File: src/rtl/ccw_pkg.sv
package ccw_pkg;
  localparam int WORD_W = 36;
  localparam int CNT_W  = 15;
  localparam int IND_W  = 4;
  // vector index of numbered word bit n (S = bit 0 = MSB)
  localparam int CNT_HI = WORD_W - 1 - 3;
  localparam int ADR_HI = WORD_W - 1 - 21;

  typedef enum logic [1:0] {
    OP_LOAD  = 2'b00,
    OP_RLOAD = 2'b01,
    OP_STORE = 2'b10,
    OP_NONE  = 2'b11
  } op_e;

  typedef enum logic [2:0] {
    ST_IDLE, ST_LPH, ST_REQ, ST_WAIT, ST_DONE
  } state_e;

  // indicator i (0 = least significant) -> vector index
  function automatic int ind_pos(input int i);
    case (i)
      3:       ind_pos = WORD_W - 1 - 0;
      2:       ind_pos = WORD_W - 1 - 1;
      1:       ind_pos = WORD_W - 1 - 2;
      default: ind_pos = WORD_W - 1 - 19;
    endcase
  endfunction
endpackage

File: src/rtl/ccw_seq.sv
module ccw_seq
  import ccw_pkg::*;
(
  input  logic clk,
  input  logic rst_n,
  input  logic start,
  input  logic [1:0] op,
  input  logic rvalid,
  output logic accept,
  output logic lph,
  output logic req,
  output logic fill,
  output logic done,
  output logic busy,
  output logic is_store,
  output logic is_rload
);
  state_e state_q, state_d;
  op_e    op_q, op_d;

  always_comb begin
    state_d = state_q;
    op_d    = op_q;
    accept  = 1'b0;
    fill    = 1'b0;
    case (state_q)
      ST_IDLE: if (start && op_e'(op) != OP_NONE) begin
        accept  = 1'b1;
        op_d    = op_e'(op);
        state_d = ST_LPH;
      end
      ST_LPH:  state_d = ST_REQ;
      ST_REQ:  state_d = (op_q == OP_STORE) ? ST_DONE : ST_WAIT;
      ST_WAIT: if (rvalid) begin
        fill    = 1'b1;
        state_d = ST_DONE;
      end
      ST_DONE: state_d = ST_IDLE;
      default: state_d = ST_IDLE;
    endcase
  end

  always_ff @(posedge clk or negedge rst_n) begin
    if (!rst_n) begin
      state_q <= ST_IDLE;
      op_q    <= OP_NONE;
    end else begin
      state_q <= state_d;
      op_q    <= op_d;
    end
  end

  assign lph      = (state_q == ST_LPH);
  assign req      = (state_q == ST_REQ);
  assign done     = (state_q == ST_DONE);
  assign busy     = (state_q != ST_IDLE);
  assign is_store = (op_q == OP_STORE);
  assign is_rload = (op_q == OP_RLOAD);
endmodule

File: src/rtl/ccw_pack.sv
module ccw_pack
  import ccw_pkg::*;
(
  input  logic [IND_W-1:0]  ind,
  input  logic [CNT_W-1:0]  loc,
  input  logic [CNT_W-1:0]  adr,
  output logic [WORD_W-1:0] wdata,
  input  logic [WORD_W-1:0] rdata,
  output logic [IND_W-1:0]  u_ind,
  output logic [CNT_W-1:0]  u_wc,
  output logic [CNT_W-1:0]  u_adr
);
  always_comb begin
    wdata = '0;
    wdata[CNT_HI -: CNT_W] = loc;
    wdata[ADR_HI -: CNT_W] = adr;
    for (int i = 0; i < IND_W; i++) wdata[ind_pos(i)] = ind[i];
  end

  genvar g;
  generate
    for (g = 0; g < IND_W; g++) begin : g_ind
      assign u_ind[g] = rdata[ind_pos(g)];
    end
  endgenerate

  assign u_wc  = rdata[CNT_HI -: CNT_W];
  assign u_adr = rdata[ADR_HI -: CNT_W];
endmodule

File: src/rtl/ccw_regs.sv
module ccw_regs
  import ccw_pkg::*;
#(
  parameter int STATUS_W = 2
) (
  input  logic clk,
  input  logic rst_n,
  input  logic accept,
  input  logic [CNT_W-1:0] cmd_addr,
  input  logic loc_en,
  input  logic clr_status,
  input  logic [STATUS_W-1:0] status_set,
  input  logic fill,
  input  logic [IND_W-1:0] u_ind,
  input  logic [CNT_W-1:0] u_wc,
  input  logic [CNT_W-1:0] u_adr,
  output logic [CNT_W-1:0] opnd_q,
  output logic [CNT_W-1:0] loc_q,
  output logic [CNT_W-1:0] adr_q,
  output logic [CNT_W-1:0] wc_q,
  output logic [IND_W-1:0] ind_q,
  output logic [STATUS_W-1:0] status_q
);
  logic [CNT_W-1:0] opnd_d, loc_d, adr_d, wc_d;
  logic [IND_W-1:0] ind_d;

  always_comb begin
    opnd_d = accept ? cmd_addr : opnd_q;
    loc_d  = loc_en ? opnd_q   : loc_q;
    adr_d  = fill   ? u_adr    : adr_q;
    wc_d   = fill   ? u_wc     : wc_q;
    ind_d  = fill   ? u_ind    : ind_q;
  end

  always_ff @(posedge clk or negedge rst_n) begin
    if (!rst_n) begin
      opnd_q <= '0;
      loc_q  <= '0;
      adr_q  <= '0;
      wc_q   <= '0;
      ind_q  <= '0;
    end else begin
      opnd_q <= opnd_d;
      loc_q  <= loc_d;
      adr_q  <= adr_d;
      wc_q   <= wc_d;
      ind_q  <= ind_d;
    end
  end

  genvar g;
  generate
    for (g = 0; g < STATUS_W; g++) begin : g_stat
      logic flag_d;
      always_comb flag_d = clr_status ? 1'b0 : (status_q[g] | status_set[g]);
      always_ff @(posedge clk or negedge rst_n) begin
        if (!rst_n) status_q[g] <= 1'b0;
        else        status_q[g] <= flag_d;
      end
    end
  endgenerate
endmodule

File: src/rtl/ccw_unit.sv
module ccw_unit
  import ccw_pkg::*;
#(
  parameter int STATUS_W = 2
) (
  input  logic                clk,
  input  logic                rst_n,
  input  logic                start,
  input  logic [1:0]          op,
  input  logic [CNT_W-1:0]    cmd_addr,
  input  logic [STATUS_W-1:0] status_set,
  output logic                mem_req,
  output logic                mem_we,
  output logic [CNT_W-1:0]    mem_addr,
  output logic [WORD_W-1:0]   mem_wdata,
  input  logic [WORD_W-1:0]   mem_rdata,
  input  logic                mem_rvalid,
  output logic                busy,
  output logic                done,
  output logic [CNT_W-1:0]    loc_q,
  output logic [CNT_W-1:0]    addr_q,
  output logic [CNT_W-1:0]    wc_q,
  output logic [IND_W-1:0]    ind_q,
  output logic [STATUS_W-1:0] status_q
);
  logic accept, lph, req, fill, is_store, is_rload;
  logic [IND_W-1:0] u_ind;
  logic [CNT_W-1:0] u_wc, u_adr, opnd;

  ccw_seq u_seq (
    .clk(clk), .rst_n(rst_n), .start(start), .op(op), .rvalid(mem_rvalid),
    .accept(accept), .lph(lph), .req(req), .fill(fill), .done(done),
    .busy(busy), .is_store(is_store), .is_rload(is_rload)
  );

  ccw_regs #(.STATUS_W(STATUS_W)) u_regs (
    .clk(clk), .rst_n(rst_n), .accept(accept), .cmd_addr(cmd_addr),
    .loc_en(lph && !is_store), .clr_status(lph && is_rload),
    .status_set(status_set), .fill(fill),
    .u_ind(u_ind), .u_wc(u_wc), .u_adr(u_adr),
    .opnd_q(opnd), .loc_q(loc_q), .adr_q(addr_q), .wc_q(wc_q),
    .ind_q(ind_q), .status_q(status_q)
  );

  ccw_pack u_pack (
    .ind(ind_q), .loc(loc_q), .adr(addr_q), .wdata(mem_wdata),
    .rdata(mem_rdata), .u_ind(u_ind), .u_wc(u_wc), .u_adr(u_adr)
  );

  assign mem_req  = req;
  assign mem_we   = req && is_store;
  assign mem_addr = opnd;
endmodule

File: config.mk
export PLATFORM = sky130hd
export DESIGN_NAME = ccw_unit
export DESIGN_NICKNAME = d
export VERILOG_FILES = /design/src/rtl/ccw_pkg.sv /design/src/rtl/ccw_seq.sv /design/src/rtl/ccw_pack.sv /design/src/rtl/ccw_regs.sv /design/src/rtl/ccw_unit.sv
export SDC_FILE = /design/constraint.sdc
export NUM_CORES = 1
export LEC_CHECK = 0
export BUFFER_PORTS_ARGS = -buffer_cell sky130_fd_sc_hd__buf_2
export CAP_MARGIN = 25
export CORE_MARGIN = 5
export CORE_UTILIZATION = 45
export DETAILED_ROUTE_END_ITERATION = 10
export PLACE_DENSITY = 0.9
export SYNTH_ARGS = -nofsm -noshare
export SYNTH_HDL_FRONTEND = slang
export SYNTH_HIERARCHICAL = 1
export SYNTH_SLANG_ARGS = --single-unit
File: constraint.sdc
create_clock -name clk -period 2.3 [get_ports clk]
set_input_delay 0.46 -clock clk [delete_from_list [all_inputs] [get_ports clk]]
set_output_delay 0.46 -clock clk [all_outputs]
set_load 0.005 [all_outputs]
==> metrics.yaml <==
hold_path:
  min_path_type: "primary input to async pin"
detailed_routing:
  drtAntennaViolNets: 0
  drt-pass1-iter-count: 4
  drtIter0Drc: 61
  vias: 1995
  vias_per_cell: 4.483
  routed_wirelength_mm: 6.957
  drc: 0
  wire_per_inst_um: 15.63
placed_design:
  portBuffers: 160
  dp_cells: 429
  hpwlAfterDp_mm: 5.193
  place_congestion: 0.7563
worst_setup_path:
  rrSetupSlack_ns: 0.35
  worstPathMaxFanout: 15
  crit_path_end_kind: "register"
  arrival_ns: 2.17
  reg2reg_depth: 5
  timing.rr.end: "u_regs/opnd_q[14]"
  cp-start-kind: "register"
  r2r-start: "u_seq/state_q[2]"
  critical_path_class: "register to register"
  crit_required_ns: 2.52
timing:
  worst_hold_slack_ns: 0.1266
  layout_min_cycle_time_ns: 1.948
  finalMaxSlewViolations: 0
  finalClockSkew_ns: 0.01753
  max_clock_freq_mhz: 513.2
  rsz0062_at_grt: "false"
  hold_viol: 0
  finalCritPeriodShare_pct: 84.71
  fin_tns_setup_ns: 0
  finalSetupViolCount: 0
cts:
  path_clk_slew_ns: 0.09
  root_buffer: "clkbuf_8"
  cts_resized: 0
  htreeDepth: 3
  cts_tree: "built"
  cts_setup_buffers: 0
  clock-sinks: 71
  clock_latency_ns: 0.34
  cts_made_buffers: 9
  cts_buffer_depth: 2
  cts_hold_buf: 0
cells_and_area:
  fillers: 701
  syn_to_final_growth_pct: 15.57
  layout-drive-gt1-share_pct: 74.34
  multi_input_area_um2: 1104
  area.sequential_um2: 1779
  diodes: 0
  final_cells: 445
  finalNetCount: 397
global_routing:
  met3_usage_pct: 5.025
  grt_max_degree: 72
  grt_pass1_vias: 2246
  globalRouteMet1Util_pct: 16.49
  antenna_found_initial: 0
  busiest_layer: "met2"
  grt_pass1_wl_mm: 11.30
  met2_usage_pct: 25.33
  track_usage_pct: 14.45
  grt_overflow: 0
die:
  dieArea_um2: 9712
  dieWidth_um: 98.55
  die_h_um: 98.55
  ios: 165
  core_area_um2: 7687
  rows: 32
  initial_core_util_pct: 45.90
job:
  max_cap_violations: 0
logic_synthesis:
  synth_top_area_share_pct: 48.94
  netlist_area_um2: 3528
  ys_seq_area_share_pct: 50.43
  syn_inst: 241
  yosys.area.top_type: "dfrtp_1"
  synth-seq-cells: 71
  synth.area.top_cells: "dfrtp_1, mux2_4, buf_4, mux2_2, buf_12"
  ys_types: 25
  yosysWarnings: 6
  avgSynthCellArea_um2: 14.64
run_status:
  outcome: "completed"
power_and_ir_drop:
  peakVddDrop_mv: 0.6159
  pwr_density_cell_nw_per_um2: 1461
  power.leakage_nw: 2.130
-- layout by cell type, fill, tap and decap left out, drive strengths merged, types with 2 or more instances in the layout --
cell	n
o21ai	2
conb	2
dfstp	2
clkbuf	10
inv	6
dfrtp	69
o21ba	2
mux2	66
buf	163
nor2b	2
nor2	3
clkinv	3
and2	2
-- cells in the mapped netlist (all sizes together) --
cell type and n:
nor3 1, buf 78, nor2 3, o21ai 2, nand2 1, o21ba 2
nand2b 1, nor3b 1, dfrtp 69, or3 1, a31oi 1, conb 1
inv 4, a211o 1, nor2b 2, and2 2, or2b 1, a21boi 1
and2b 1, mux2 66, dfstp 2
-- critical path, cell delays in order (launching register included) --
cell and delay, ns:
dfrtp_1 0.42, or3_4 0.41, a211o_4 0.30, inv_1 0.06
buf_4 0.26, mux2_2 0.38
-- state kept, by name, summed over array words and instances (netlist names) --
register         cells
u_regs/opnd_q       15
u_regs/status_q      2
u_regs/adr_q        15
u_seq/op_q           2
u_regs/wc_q         15
u_regs/ind_q         4
u_seq/state_q        3
u_regs/loc_q        15
-- power breakdown --
group	internal, mW	switching (mW)	leakage, nW	total [mW]
Combinational	1.64	0.942	1.18	2.58
Clock	0.537	0.483	0.107	1.02
Sequential	1.90	0.458	0.844	2.36
-- metrics by stage --
step / cell area (um^2) / utilization [%] / total power [mW] / worst slack [ns]
floorplan: 3532 / - / 4.270 / 0.4680
global placement: 3874 / 50.39 / 4.861 / 0.3925
finish: 4078 / 53.04 / 5.956 / 0.3516
CTS: 4078 / 53.04 / 6.050 / 0.3451
global route: 4078 / 53.04 / 6.351 / 0.3097
detailed placement: 3874 / 50.39 / 4.994 / 0.3555
-- area by class of cell --
type                    count  share of cell area (%)
well taps                 102                   3.130
clock inverters             6                   1.626
inverters                   4                  0.3682
clock buffers              10                   3.375
flip-flops and latches     71                   43.63
multi-input cells          89                   27.06
repair buffers            163                   20.80
-- cells by family after synthesis --
logic type             synth area share, %
other                               0.1063
buffers and inverters                18.62
multiplexers                         26.60
AO/OA/AOI/OAI                        1.738
AND/OR/NAND/NOR                      2.518
flip-flops                           50.43
-- metal layers --
metal | part of all wire [%] | wire length, um
met3 | 7.1 | 497
met5 | 0 | 0
met1 | 39 | 2687
met2 | 53 | 3700
met4 | 1.0 | 71
-- worst max path at each step --
stage	to	startpoint
floorplan	u_regs/opnd_q[0]	u_seq/state_q[2]
global placement	u_regs/opnd_q[10]	u_seq/state_q[2]
detailed placement	u_regs/opnd_q[14]	u_seq/state_q[2]
CTS	mem_we	u_seq/state_q[1]
global route	mem_we	u_seq/state_q[1]
finish	u_regs/opnd_q[14]	u_seq/state_q[2]
(Power assumes the default switching activity.)
